--- src/rtl/exc_seq_pkg.sv ---
package exc_seq_pkg;

  typedef enum logic [2:0] {
    ST_IDLE,
    ST_FETCH_VEC,
    ST_PUSH_SR,
    ST_PUSH_PC,
    ST_JUMP
  } seq_state_e;

  // Opcode group codes in bits [15:12] of the delay-slot word
  localparam logic [3:0] GRP_FPU_CPU  = 4'h9;
  localparam logic [3:0] GRP_UNDEF    = 4'hA;
  localparam logic [3:0] GRP_DIVIDE   = 4'hB;
  localparam logic [3:0] GRP_BANK_RST = 4'hC;
  localparam logic [3:0] GRP_LONG     = 4'hD;
  localparam logic [3:0] GRP_PC_WRITE = 4'hE;
  localparam logic [3:0] GRP_FPU_OP   = 4'hF;

  function automatic logic group_forbidden(input logic [3:0] grp, input logic fpu_sb);
    logic r;
    case (grp)
      GRP_UNDEF, GRP_DIVIDE, GRP_BANK_RST, GRP_LONG, GRP_PC_WRITE: r = 1'b1;
      GRP_FPU_CPU, GRP_FPU_OP:                                     r = fpu_sb;
      default:                                                     r = 1'b0;
    endcase
    return r;
  endfunction

endpackage

--- src/rtl/exc_slot_classifier.sv ---
module exc_slot_classifier #(
  parameter int INSN_W = 16
) (
  input  logic              slot_valid,
  input  logic [INSN_W-1:0] slot_insn,
  input  logic              fpu_standby,
  output logic              slot_fault
);
  import exc_seq_pkg::*;

  localparam int GRP_MSB = INSN_W - 1;
  localparam int GRP_LSB = INSN_W - 4;

  logic [3:0] grp;
  logic       all_ones;
  logic       forbidden;

  assign grp       = slot_insn[GRP_MSB:GRP_LSB];
  assign all_ones  = &slot_insn;
  assign forbidden = group_forbidden(grp, fpu_standby) | all_ones;
  assign slot_fault = slot_valid & forbidden;

endmodule

--- src/rtl/exc_cause_capture.sv ---
module exc_cause_capture #(
  parameter int ADDR_W = 32,
  parameter int VEC_W  = 8,
  parameter logic [VEC_W-1:0] SLOT_VEC = 6
) (
  input  logic              clk,
  input  logic              rst_n,
  input  logic              capture,
  input  logic              take_slot,
  input  logic [VEC_W-1:0]  trap_vec,
  input  logic [ADDR_W-1:0] trap_next_pc,
  input  logic [ADDR_W-1:0] slot_target,
  input  logic [ADDR_W-1:0] vbr,
  input  logic [ADDR_W-1:0] sp_in,
  input  logic [ADDR_W-1:0] sr_in,
  input  logic              sp_dec,
  output logic [ADDR_W-1:0] entry_addr_q,
  output logic [ADDR_W-1:0] saved_pc_q,
  output logic [ADDR_W-1:0] saved_sr_q,
  output logic [ADDR_W-1:0] sp_q
);
  localparam int WORD_BYTES = 4;

  function automatic logic [ADDR_W-1:0] entry_addr(input logic [ADDR_W-1:0] base,
                                                   input logic [VEC_W-1:0] vec);
    return base + ADDR_W'({vec, 2'b00});
  endfunction

  function automatic logic [ADDR_W-1:0] sp_after_push(input logic [ADDR_W-1:0] sp);
    return sp - ADDR_W'(WORD_BYTES);
  endfunction

  logic [VEC_W-1:0] vec_sel;
  assign vec_sel = take_slot ? SLOT_VEC : trap_vec;

  always_ff @(posedge clk or negedge rst_n) begin
    if (!rst_n) begin
      entry_addr_q <= '0;
      saved_pc_q   <= '0;
      saved_sr_q   <= '0;
      sp_q         <= '0;
    end else if (capture) begin
      entry_addr_q <= entry_addr(vbr, vec_sel);
      saved_pc_q   <= take_slot ? slot_target : trap_next_pc;
      saved_sr_q   <= sr_in;
      sp_q         <= sp_in;
    end else if (sp_dec) begin
      sp_q <= sp_after_push(sp_q);
    end
  end

endmodule

--- src/rtl/exc_seq_fsm.sv ---
module exc_seq_fsm #(
  parameter int ADDR_W = 32
) (
  input  logic              clk,
  input  logic              rst_n,
  input  logic              start,
  input  logic              rd_ready,
  input  logic [ADDR_W-1:0] rd_data,
  input  logic              wr_ready,
  output exc_seq_pkg::seq_state_e state_q,
  output logic              rd_req,
  output logic              wr_req,
  output logic              wr_sel_pc,
  output logic              sp_dec,
  output logic              jump,
  output logic [ADDR_W-1:0] handler_q
);
  import exc_seq_pkg::*;

  seq_state_e state_d;

  assign rd_req    = (state_q == ST_FETCH_VEC);
  assign wr_req    = (state_q == ST_PUSH_SR) || (state_q == ST_PUSH_PC);
  assign wr_sel_pc = (state_q == ST_PUSH_PC);
  assign sp_dec    = wr_req & wr_ready;
  assign jump      = (state_q == ST_JUMP);

  always_comb begin
    state_d = state_q;
    case (state_q)
      ST_IDLE:      if (start)    state_d = ST_FETCH_VEC;
      ST_FETCH_VEC: if (rd_ready) state_d = ST_PUSH_SR;
      ST_PUSH_SR:   if (wr_ready) state_d = ST_PUSH_PC;
      ST_PUSH_PC:   if (wr_ready) state_d = ST_JUMP;
      ST_JUMP:                    state_d = ST_IDLE;
      default:                    state_d = ST_IDLE;
    endcase
  end

  always_ff @(posedge clk or negedge rst_n) begin
    if (!rst_n) begin
      state_q   <= ST_IDLE;
      handler_q <= '0;
    end else begin
      state_q <= state_d;
      if (rd_req && rd_ready) handler_q <= rd_data;
    end
  end

endmodule

--- src/rtl/trap_slot_exc_seq.sv ---
module trap_slot_exc_seq #(
  parameter int ADDR_W = 32,
  parameter int VEC_W  = 8,
  parameter int INSN_W = 16,
  parameter logic [VEC_W-1:0] SLOT_VEC = 6
) (
  input  logic              clk,
  input  logic              rst_n,
  input  logic              trap_req,
  input  logic [VEC_W-1:0]  trap_vec,
  input  logic [ADDR_W-1:0] trap_next_pc,
  input  logic              slot_valid,
  input  logic [INSN_W-1:0] slot_insn,
  input  logic [ADDR_W-1:0] slot_target,
  input  logic              fpu_standby,
  input  logic [ADDR_W-1:0] vbr,
  input  logic [ADDR_W-1:0] sp_in,
  input  logic [ADDR_W-1:0] sr_in,
  output logic              mem_rd_req,
  output logic [ADDR_W-1:0] mem_rd_addr,
  input  logic [ADDR_W-1:0] mem_rd_data,
  input  logic              mem_rd_ready,
  output logic              mem_wr_req,
  output logic [ADDR_W-1:0] mem_wr_addr,
  output logic [ADDR_W-1:0] mem_wr_data,
  input  logic              mem_wr_ready,
  output logic              busy,
  output logic              pc_load,
  output logic [ADDR_W-1:0] pc_new,
  output logic [ADDR_W-1:0] sp_new
);
  import exc_seq_pkg::*;

  localparam int WORD_BYTES = 4;

  // Named internal events, used by the bound checker
  logic       ev_slot_fault;
  logic       ev_start;
  logic       ev_take_slot;
  logic       ev_sp_dec;
  logic       ev_wr_pc;
  seq_state_e state_q;

  logic [ADDR_W-1:0] entry_addr_q, saved_pc_q, saved_sr_q, sp_q, handler_q;

  exc_slot_classifier #(.INSN_W(INSN_W)) u_classify (
    .slot_valid (slot_valid),
    .slot_insn  (slot_insn),
    .fpu_standby(fpu_standby),
    .slot_fault (ev_slot_fault)
  );

  assign busy         = (state_q != ST_IDLE);
  assign ev_start     = !busy && (trap_req || ev_slot_fault);
  assign ev_take_slot = ev_slot_fault;

  exc_cause_capture #(.ADDR_W(ADDR_W), .VEC_W(VEC_W), .SLOT_VEC(SLOT_VEC)) u_capture (
    .clk         (clk),
    .rst_n       (rst_n),
    .capture     (ev_start),
    .take_slot   (ev_take_slot),
    .trap_vec    (trap_vec),
    .trap_next_pc(trap_next_pc),
    .slot_target (slot_target),
    .vbr         (vbr),
    .sp_in       (sp_in),
    .sr_in       (sr_in),
    .sp_dec      (ev_sp_dec),
    .entry_addr_q(entry_addr_q),
    .saved_pc_q  (saved_pc_q),
    .saved_sr_q  (saved_sr_q),
    .sp_q        (sp_q)
  );

  exc_seq_fsm #(.ADDR_W(ADDR_W)) u_fsm (
    .clk      (clk),
    .rst_n    (rst_n),
    .start    (ev_start),
    .rd_ready (mem_rd_ready),
    .rd_data  (mem_rd_data),
    .wr_ready (mem_wr_ready),
    .state_q  (state_q),
    .rd_req   (mem_rd_req),
    .wr_req   (mem_wr_req),
    .wr_sel_pc(ev_wr_pc),
    .sp_dec   (ev_sp_dec),
    .jump     (pc_load),
    .handler_q(handler_q)
  );

  assign mem_rd_addr = entry_addr_q;
  assign mem_wr_addr = sp_q - ADDR_W'(WORD_BYTES);
  assign mem_wr_data = ev_wr_pc ? saved_pc_q : saved_sr_q;
  assign pc_new      = handler_q;
  assign sp_new      = sp_q;

endmodule

--- config.mk ---
export PLATFORM = sky130hd
export DESIGN_NAME = trap_slot_exc_seq
export DESIGN_NICKNAME = d
export VERILOG_FILES = /design/src/rtl/exc_seq_pkg.sv /design/src/rtl/exc_slot_classifier.sv /design/src/rtl/exc_cause_capture.sv /design/src/rtl/exc_seq_fsm.sv /design/src/rtl/trap_slot_exc_seq.sv
export SDC_FILE = /design/constraint.sdc
export NUM_CORES = 1
export LEC_CHECK = 0
export ABC_CLOCK_PERIOD_IN_PS = 2100
export CAP_MARGIN = 0
export CORE_ASPECT_RATIO = 1.2
export CORE_MARGIN = 5
export CORE_UTILIZATION = 39
export DETAILED_ROUTE_END_ITERATION = 8
export PLACE_DENSITY = 0.79
export SETUP_SLACK_MARGIN = 0.15
export SYNTH_ARGS = -nofsm -noshare
export SYNTH_HDL_FRONTEND = slang
export SYNTH_SLANG_ARGS = --single-unit
--- constraint.sdc ---
create_clock -name clk -period 2.1 [get_ports clk]
set_input_delay 0.42 -clock clk [delete_from_list [all_inputs] [get_ports clk]]
set_output_delay 0.42 -clock clk [all_outputs]
set_load 0.03 [all_outputs]
* After elaboration in Yosys (flattened, before gate mapping)
Index checks and enable logic that the tools add are counted.
** Storage, ports and cells
- Output and inout bits :: 164
- Bits in registers :: 163
- Bits of input ports :: 223
** Cells by class
- $add $sub $neg :: 2
- Mux-type cells :: 11
- Reductions and logical operators :: 12
- Eq/ne operators :: 15
- Bitwise logic cells :: 3
** Operator list (count)
- 32-bit 2-to-1 mux :: 4
- 32-bit by 10-bit adder with 32-bit output :: 1
- 32-bit by 3-bit subtractor with 32-bit output (second input constant) :: 1
- 4-bit == test (second input constant) :: 7
- 16-bit AND reduction :: 1
- 3-bit 2-to-1 mux :: 4
- 3-bit one-hot mux with 4 select lines :: 1
- 8-bit 2-to-1 mux :: 1
- 2-bit inequality test (second input constant) :: 4
- 3-bit by 2-bit == test with 1-bit output (second input constant) :: 2
- 5-bit OR reduction :: 1
- 4-bit AND reduction :: 1
- 3-bit by 1-bit == test with 1-bit output (second input constant) :: 1
- 3-bit == test (second input constant) :: 1
- 3-bit logical NOT :: 1
- 3-bit nonzero test :: 1
- 1-bit AND :: 2
- 1-bit logical AND :: 2
- 1-bit logical OR :: 2
- 1-bit one-hot mux with 2 select lines :: 1
- 2-bit nonzero test :: 1
- 2-bit OR reduction :: 1
- 1-bit logical NOT :: 1
- 1-bit bitwise OR :: 1

* Depth between registers and ports, before layout
Gate-level depths: netlist of run 1.
- Depth after elaboration :: 9
- Gate-level depth with buffers :: 12
- Gate-level depth less buffers :: 11

* Cells and area by module
From an unflattened synthesis of run 1, not the netlist that was laid out.
** Second synthesis, totals
- Cells, all modules :: 836
- Area, all modules :: 9039.9 um^2
** Modules (own cells, without submodules)
- exc_cause_capture :: cells each 615, seq. area each 3203.1 um^2, area an instance 6433.7 um^2, times used 1
- exc_seq_fsm :: cells each 89, seq. area each 875.8 um^2, area an instance 1539.0 um^2, times used 1
- trap_slot_exc_seq :: cells each 123, seq. area each 0.0 um^2, area an instance 1012.2 um^2, times used 1
- exc_slot_classifier :: cells each 9, seq. area each 0.0 um^2, area an instance 55.1 um^2, times used 1

* Worst setup path before layout of run 1
Ideal clock, no wire load.
- Kind :: input -> register
- From :: input slot_insn[4]
- To :: register u_capture.entry_addr_q[26]
- Path slack :: -1110 ps
- Required time :: 1976 ps
- Setup time :: 124 ps
- Arrival :: 3086 ps
- Path buffers :: 1
- Cell stages on the path :: 12
- Cells stage by stage :: nand4_1 -> o31ai_1 -> nand2_1 -> clkbuf_1 -> and2_1 -> ha_1 -> fa_1 -> a211oi_1 -> o211ai_1 -> and4_1 -> and3_1 -> o31a_1
** Between the ends
- Longest elaborated chain between the ends :: 5
- Elaborated cells on any way between the ends :: 7
- Those cells by class :: add/sub: 1; mux: 1; bitwise: 2; reduce/logical: 3
** RTL lines
- start: declaration :: RTL line trap_slot_exc_seq.sv:13 : input logic [INSN_W-1:0] slot_insn,
- 16-bit AND reduction (*) :: RTL line exc_slot_classifier.sv:19 : assign all_ones = &slot_insn;
- 1-bit bitwise OR (*) :: RTL line exc_slot_classifier.sv:20 : assign forbidden = group_forbidden(grp, fpu_standby) | all_ones;
- 1-bit AND (*) :: RTL line exc_slot_classifier.sv:21 : assign slot_fault = slot_valid & forbidden;
- 8-bit 2-to-1 mux or 1-bit logical OR (tied branches) :: RTL line exc_cause_capture.sv:34, trap_slot_exc_seq.sv:54
- 32-bit by 10-bit adder with 32-bit output or 1-bit logical AND (tied branches) :: RTL line exc_cause_capture.sv:26, trap_slot_exc_seq.sv:54
- end signal: assignment :: RTL line exc_cause_capture.sv:43 : entry_addr_q <= entry_addr(vbr, vec_sel);
- end: declaration :: RTL line exc_cause_capture.sv:17 : output logic [ADDR_W-1:0] entry_addr_q,
Mark *: on every way between the ends. The rest lies on a longest branch, timed or not.
A chain may end at the register's enable or synchronous reset.

* Final worst setup path of run 1
- From :: register u_capture.sp_q[11]
- To :: output mem_wr_addr[19]
** Between the ends
- Longest elaborated chain between the ends :: 1
** RTL lines
- start: declaration :: RTL line exc_cause_capture.sv:20 : output logic [ADDR_W-1:0] sp_q
- start signal: assignment :: RTL line exc_cause_capture.sv:46 : sp_q <= sp_in;
- start signal: assignment :: RTL line exc_cause_capture.sv:48 : sp_q <= sp_after_push(sp_q);
- 32-bit by 3-bit subtractor with 32-bit output :: RTL line trap_slot_exc_seq.sv:92 : assign mem_wr_addr = sp_q - ADDR_W'(WORD_BYTES);
- end: declaration :: RTL line trap_slot_exc_seq.sv:24 : output logic [ADDR_W-1:0] mem_wr_addr,
No other way between the ends.

==> results of run 1 <==
cells by family (layout without fill, tap and decap cells):
logic type	Yosys count	after routing	share of synthesized area [%]
xor+xnor	38	38	3.832
fa+ha+maj	10	10	1.527
compound gates	162	162	12.19
mux	98	98	12.23
other cells	0	1	0
flops	163	163	46.97
buf+inv	71	736	3.429
simple gates	355	355	19.82
final timing paths:
| check | start | end | slack [ps] | cells after the start |
|---|---|---|---|---|
| worst max-delay path | u_capture.sp_q[11] | mem_wr_addr[19] | -870 | 6 |
| worst min-delay path | rst_n | u_fsm.handler_q[14] | 450 | 2 |
| worst max register to register | u_capture.sp_q[11] | u_capture.sp_q[26] | -650 | 13 |
| worst min register to register | u_capture.entry_addr_q[22] | u_capture.entry_addr_q[22] | 480 | 2 |
| max in group asynchronous | rst_n | u_capture.saved_pc_q[14] | 990 | 3 |
| min in group clk | u_capture.entry_addr_q[22] | u_capture.entry_addr_q[22] | 480 | 2 |
per-stage QoR:
step                cell area [um2]  setup TNS (ps)
finish                        18830          -83490
floorplan                      9555          -20970
global placement              14710          -97250
global route                  18830          -90790
CTS                           17580          -60770
detailed placement            14710         -102240
power breakdown:
part / internal, W / leakage [nW] / total (W) / switching (W)
clock: 0.00158 / 0.268 / 0.00314 / 0.00155
sequential: 0.00468 / 1.97 / 0.00615 / 0.00148
combinational: 0.00994 / 6.60 / 0.0207 / 0.0108
total: 0.0162 / 8.84 / 0.0300 / 0.0138
layout make-up:
| type | instances | area share [%] |
|---|---|---|
| clock inverters | 14 | 0.7442 |
| repair buffers | 689 | 39.45 |
| multi-input cells | 663 | 33.60 |
| well taps | 274 | 1.821 |
| flip-flops and latches | 163 | 21.78 |
| clock buffers | 18 | 2.279 |
| diodes | 1 | 0.01329 |
| inverters | 15 | 0.3123 |
cells in the final DEF, fill, tap and decap left out, types with 19 or more instances in the layout:
cell                              netlist  layout
sky130_fd_sc_hd__o21ai_2                0      41
sky130_fd_sc_hd__buf_16                 0      23
sky130_fd_sc_hd__clkbuf_16              0      19
sky130_fd_sc_hd__dlygate4sd2_1          0      30
sky130_fd_sc_hd__mux2i_1               33      33
sky130_fd_sc_hd__dfrtp_1              163     146
sky130_fd_sc_hd__buf_12                 0      31
sky130_fd_sc_hd__nand2_2                0      63
sky130_fd_sc_hd__o21ai_1               29      21
sky130_fd_sc_hd__dlymetal6s2s_1         0      22
sky130_fd_sc_hd__nor2_1                37      31
sky130_fd_sc_hd__clkdlybuf4s50_1        0     247
sky130_fd_sc_hd__mux2_2                65      32
sky130_fd_sc_hd__nand2_1              195      68
sky130_fd_sc_hd__buf_6                  1     141
sky130_fd_sc_hd__buf_4                  2     170
sky130_fd_sc_hd__nand2_4                0      61
sky130_fd_sc_hd__mux2_4                 0      33
flip-flops by register name, indices dropped and copies added (netlist names):
name and cells:
u_fsm.state_q 3, u_fsm.handler_q 32, u_capture.sp_q 32, u_capture.saved_sr_q 32, u_capture.entry_addr_q 32, u_capture.saved_pc_q 32
what timing repair did:
action | 4_1_cts | 5_1_grt
gates cloned | 24 | 2
hold buffers | 1 | 0
endpoints found under the setup margin | 226 | 217
gates resized for setup | 451 | 246
pin swaps | 174 | 96
hold endpoints to repair | 28 | 0
setup buffers | 72 | 38
critical path, cell delays in order (launching register included):
cell,delay [ps]
sky130_fd_sc_hd__dfrtp_2,430
sky130_fd_sc_hd__nor4_4,460
sky130_fd_sc_hd__nand4_4,230
sky130_fd_sc_hd__buf_6,190
sky130_fd_sc_hd__or4_4,480
sky130_fd_sc_hd__xnor2_4,180
sky130_fd_sc_hd__buf_6,140
metal layers:
metal / global-route usage (%) / up-vias / part of all wire (%)
li1: - / 4500 / -
met1: 33.44 / 5303 / 32
met2: 55.53 / 822 / 51
met3: 8.944 / 281 / 8.9
met4: 16.59 / 0 / 8.0
met5: 0 / - / 0
==> results list, run 1 <==
- Clock Sink Count: 163
* Place WS: -1504 ps
- Post-synth cell types: just over 60
- Arrival @ worst endpoint: between 2000 and 3000 ps
- Number of flip-flops and latches in the synthesized netlist: ~160
- Clock tree synthesis selected as its root buffer the cell sky130_fd_sc_hd__clkbuf_16.
- Post-route antenna net violation count: 0
* Tmin final: 2968 ps
- Number of warnings reported in the yosys synthesis log: 0
* Critical path capture point type: output port
- For this run, asynchronously set or reset flops after synthesis account for 100.0%.
- The clock arrives with between 10 and 15 ps of skew.
* Setup violation total in the final timing report: between 150 and 200
* Total of buffers placed on input and output ports: a little under 400
- Summing all flip-flop and latch instances after layout gives between 4000 and 5000 um2.
- The critical path is of the register to output port type.
- The number of antenna violations at the first check in global routing is 1.
* Count leader, synth: sky130_fd_sc_hd__nand2_1
- From left edge to right edge, the die measures approximately 150 um.
- First-iteration detailed-routing DRC count: between 800 and 900
* Post-layout power: about 0.030 W
- Overall Global Routing Usage: a little under a third
- After filler insertion, the fill cell instance count of the layout stands at between 900 and 1000.
* Period utilization: 141.3%
* Sequential cell area fraction in the yosys report: a little under half
* Routed wirelength normalized by instance count: roughly 27 um
* Violations in the final reports: setup timing
- Mapped Area: about 8700 um2
* Synth Instances: about 900
* Synth Area per Inst: approximately 9.7 um2
- Result of the run: finished, violations left
* Maximum operating frequency: about 340 MHz
- Highest fanout seen on the critical path: 5
- For this run, the share of the core covered by cells in the final layout is 86.17%.
- Last weighted congestion value of the routability-driven placer: roughly 0.9
- Top cells by count, synth: sky130_fd_sc_hd__nand2_1 (195), sky130_fd_sc_hd__dfrtp_1 (163), sky130_fd_sc_hd__mux2_2 (65), sky130_fd_sc_hd__o21ai_0 (47)
- Once the floorplan was initialized, standard cells occupied 39.74% of the core.
- TritonCTS clock tree: done
- The clock passes through at most 2 buffers.
* Flip-flop cell with the highest count after synthesis: sky130_fd_sc_hd__dfrtp_1
- The routed design has roughly 49000 um of wire.
- Area of the multi-input gates: ~6300 um2
* I/O pin total: approximately 390
- The count of final max-slew check failures is 0.
- Vias: around 11000
* H-tree depth: 4
* Residual overflow from global routing: 0
- The later pin in the worst-skew pair is clocked with a latency of between 400 and 500 ps.
- In this run the power density over the cells is approximately 1600 nW/um2.
* Leakage dissipation: slightly below 9 nW
* Crit path required time: approximately 1700 ps
- Setup repair after global routing could not meet its margin everywhere.
- Number of enable flip-flop cells after synthesis: 0
- After detailed routing, the number of vias per cell comes to ~5.9.
- Summed over all nets, the half-perimeter wirelength after detailed placement is between 20000 and 30000 um.
* Area of the core: 21850 um2
* Die Area: about 25000 um2
- Area share of the largest cell type after synthesis: 46.97%
* Area contributors post-synth: sky130_fd_sc_hd__dfrtp_1 (47%), sky130_fd_sc_hd__mux2_2 (8.4%), sky130_fd_sc_hd__nand2_1 (8.4%), sky130_fd_sc_hd__mux2i_1 (3.8%), sky130_fd_sc_hd__o21ai_0 (2.7%)
- The first global-routing pass estimated around 62000 um of wire.
- Number of CTS-inserted buffers: 17
- The pre-antenna-repair detailed-routing pass consisted of 6 iterations.
- Area leader, netlist: sky130_fd_sc_hd__dfrtp_1
- Die Span Y: 173.5 um
- In the routed design, unresolved DRC markers number 0.
* Fraction of final layout cells sized beyond drive strength 1: around half
- Worst-Margin Slew: roughly 600 ps
- The worst hold path belongs to the class primary input to async pin.
* IR drop worst, VDD: about 0.90 mV
* Number of cells in the finished layout apart from fillers: about 1800
* Final setup margin: -868.2 ps
- When the netlist entered floorplanning its net count stood at 1130.
- On the final layout, the worst hold slack is around 450 ps.
* Hold Fails Final Rpt: 0
- The final layout contains 1782 nets.
- Once placement completed, the tool counted placed cells totaling about 1700.
- Clk slew on worst S/H paths: around 70 ps
* FP Rows: 59
* Largest net degree at the start of global routing: 48
* Growth of design area from synthesis to finish: 116.8%
- The via count of the first global-routing pass is ~11000.
- Measured against its own limit, the worst slew margin works out to a little over 60%.
* Element type at the critical path start: register
- Number of max-cap violations: 0
(Power assumes the default switching activity.)
==> inputs of run 2 (changes only) <==
--- a/config.mk
+++ b/config.mk
@@ -12,6 +12,7 @@
 export CORE_UTILIZATION = 39
 export DETAILED_ROUTE_END_ITERATION = 8
 export PLACE_DENSITY = 0.79
+export RECOVER_POWER = 50
 export SETUP_SLACK_MARGIN = 0.15
 export SYNTH_ARGS = -nofsm -noshare
 export SYNTH_HDL_FRONTEND = slang
==> run 2 against run 1 <==
  * The run still ends with setup timing left
  * Utilization fell by 0.21 points
  * Final cell count stayed put
  * Worst setup slack worse by 12 ps
  * Critical path depth stayed put
  * Clock power is essentially flat
  * Via count rose by 0.62%
  * Sequential power barely moved
  * Sequential share of layout area increased by 0.054 points
  * Highest routed layer unchanged
==> results list, run 2 (synthesis results as in run 1) <==
- Number of max-cap violations: 0
- In this design, the stage delay of the slowest critical-path cell is roughly 480 ps.
- Top library cells by usage in the layout, fill and taps aside: sky130_fd_sc_hd__clkdlybuf4s50_1 (247), sky130_fd_sc_hd__buf_4 (168), sky130_fd_sc_hd__dfrtp_1 (146)
- For the finished layout, the period the worst path requires is about 3000 ps.
- Endpoint with the worst hold slack: u_capture.entry_addr_q[22]
- The die covers 25370 um2.
* Routed wirelength normalized by instance count: 26.60 um
* Min-Delay Path Class: register to register
* Total number of nets in the final design: between 1500 and 2000
* Die Span Y: 173.5 um
- Routability-driven placement finished with a final weighted congestion of 0.9008.
- Clock-pin slew was measured on the worst setup and hold paths at ~70 ps.
- The analysis attributes to cell leakage a power of approximately 8.8 nW.
- The flow ran to the end, but the final reports show violations.
* Post-detailed-placement half-perimeter wirelength: 25250 um
- Vias per std cell: 5.974
- In this run, CTS created clock tree buffers numbering 17.
* Worst Min Path Start: u_capture.entry_addr_q[22]
* Clock Sink Count: approximately 160
* Largest net degree at the start of global routing: 48
* Number of global-route vias before repair: 11028
- The clock network accounts for a little over a tenth of the total power.
- Worst-Margin Slew: between 900 and 1000 ps
- After routing, the total negative slack on setup checks comes to -85680 ps.
- The number of antenna violations at the first check in global routing came to 1.
- During placement, the flow inserted port buffers numbering between 300 and 400.
- Critical path capture point type: output port
- The worst path uses 141.9% of the clock period.
* TritonCTS clock tree: done
- The routed layout has between 10000 and 15000 vias.
- Post-route DRC violation count: 0
* Die X: approximately 150 um
- OpenSTA, run right after detailed placement, puts the worst setup slack at -1504 ps.
- The kind of cell with the highest combined delay along the critical path is simple AND/OR/NAND/NOR gates.
- Insertion delay to the later sink of the worst-skew pair: around 440 ps
- Max Transition Viols Final: 0
- The final number of hold-violating endpoints is 0.
- Final setup margin: -880.3 ps
- The analysis attributes to net switching a power of roughly 0.014 W.
- The total overflow left after global routing is 0.
- Starting density of the core: between 30% and 40%
- The pre-antenna-repair detailed-routing pass consisted of 5 iterations.
* First-iteration detailed-routing DRC count: between 800 and 900
* Highest fanout seen on the critical path: 5
- No sink is reached through more buffers than the 2 on the longest clock path.
- Cells after DPL: 1667
- Setup violation total in the final timing report: about 190
- The internal power of the cells totals roughly 0.016 W.
- The tightest hold path in the finished design has a slack of just under 500 ps.
- The floorplan has 59 rows.
- Fraction of final layout cells sized beyond drive strength 1: about 50%
* Sum of buffers and inverters on the critical path: 2
- The largest individual stage delay along the critical path comes from the cell sky130_fd_sc_hd__or4_4.
* Number of cells in the finished layout apart from fillers: between 1500 and 2000
* Post-Route Skew: about 14 ps
- Along the worst hold path, the cell count comes to 2.
* Crit path required time: 1680 ps
- CTS built an H-tree with a depth of 4.
* Reg2Reg Capture Point: u_capture.sp_q[26]
- Post-route antenna net violation count: 0
- Global routing consumed, over all layers together, between 30% and 40% of the routing resources.
* Arrival @ worst endpoint: 2560 ps
* Crit path cell chain: nor4_4, nand4_4, buf_6, or4_4, xnor2_4, buf_6
- The tree is rooted in a sky130_fd_sc_hd__clkbuf_16.
* Pwr per Cell Area: 1594 nW/um2
- Element type at the critical path start: register
- The first global-routing pass estimated 62470 um of wire.
- The worst pin sits at a relative slew slack of about two fifths.
- The floorplan step defined a core boundary enclosing roughly 22000 um2.
* Leading cell type in the layout, fill and taps excluded: sky130_fd_sc_hd__clkdlybuf4s50_1
* Register-to-Register Setup Slack: -670 ps
- R2R depth: 13
- The final reports fail on setup timing.
* Number of fill cells in the layout: 992
* Flop pwr share: between 20% and 30%
- Based on the critical path, the design can be clocked at up to 335.5 MHz.
- Relative to the synthesized area, the layout overhead comes to 116.3%.
- Setup repair after global routing could not meet its margin everywhere.
- Net switching is 46.00% of the power.
* Fraction of the core area covered by cells at the end of the flow: roughly 86%
* Detailed-route wire length: 48870 um
- Crit path kind: register to output port
* Reg-to-reg startpoint: u_capture.sp_q[11]
* Crit path launch: u_capture.sp_q[11]
- Combinational logic burns around 69% of the power.
* Most common cell type on the critical path: sky130_fd_sc_hd__buf_6
- I/O pin total: between 300 and 400
* IR drop worst, VDD: 0.8980 mV
## run 2: cell types whose count changed in the layout (fill, tap and decap cells not counted)
cell | previous run | this run
sky130_fd_sc_hd__clkbuf_2 | 5 | 9
sky130_fd_sc_hd__buf_12 | 31 | 29
sky130_fd_sc_hd__buf_4 | 170 | 168
sky130_fd_sc_hd__buf_6 | 141 | 139
sky130_fd_sc_hd__clkbuf_1 | 1 | 2
sky130_fd_sc_hd__clkbuf_4 | 0 | 1
## run 2: metrics by stage
stage	area (um2)	total power, W
after floorplan	9555	0.01412
after global routing	18780	0.03087
after detailed placement	14710	0.02037
after CTS	17580	0.02683
final	18780	0.02994
after global placement	14710	0.02005
## run 2: worst max path at each step
stage / to / slack (ps) / depth (start not counted)
detailed placement: u_capture.entry_addr_q[23] / -1500 / 14
global placement: u_capture.entry_addr_q[23] / -1460 / 14
floorplan: u_capture.entry_addr_q[26] / -830 / 12
CTS: mem_wr_addr[30] / -760 / 6
finish: mem_wr_addr[19] / -880 / 6
global route: mem_wr_addr[19] / -940 / 6
## run 2: power by group through the flow
| stage | logic [W] | clock network [W] | registers [W] |
|---|---|---|---|
| 3_5_place_dp | 0.0147 | 0 | 0.00567 |
| 5_1_grt | 0.0213 | 0.00328 | 0.00628 |
| 3_3_place_gp | 0.0145 | 0 | 0.00559 |
| 4_1_cts | 0.0180 | 0.00311 | 0.00576 |
| 2_1_floorplan | 0.00665 | 0 | 0.00747 |
| 6_report | 0.0207 | 0.00313 | 0.00616 |
## run 2: repair_timing
action	CTS	global route
hold buffers	1	0
pin swaps	174	96
gates cloned	24	2
gates resized for setup	451	246
hold endpoints to repair	28	0
setup buffers	72	38
setup endpoints to repair	226	217
## run 2: cell type report
| class | count | area, um2 | area share (%) |
|---|---|---|---|
| Clock buffer | 18 | 429.2 | 2.285 |
| Tap cell | 274 | 342.8 | 1.825 |
| Timing Repair Buffer | 689 | 7382 | 39.30 |
| Antenna cell | 1 | 2.502 | 0.01332 |
| Multi-Input combinational cell | 663 | 6327 | 33.69 |
| Clock inverter | 14 | 140.1 | 0.7461 |
| Inverter | 15 | 58.81 | 0.3131 |
| Sequential cell | 163 | 4100 | 21.83 |
## run 2: worst min-delay path, stage by stage, from the launching register on
cell and delay, ps:
sky130_fd_sc_hd__dfrtp_1 340, sky130_fd_sc_hd__nand2_1 50, sky130_fd_sc_hd__o21ai_1 60
## run 2: per-layer routing
layer	global-route usage [%]	vias to the layer above	share of wire, %	wire [um]
met5	0	-	0	0
met4	16.59	0	8.1	3966
met3	8.944	284	9.3	4559
met2	55.53	831	51	24790
met1	33.44	5349	32	15550
li1	-	4510	-	-
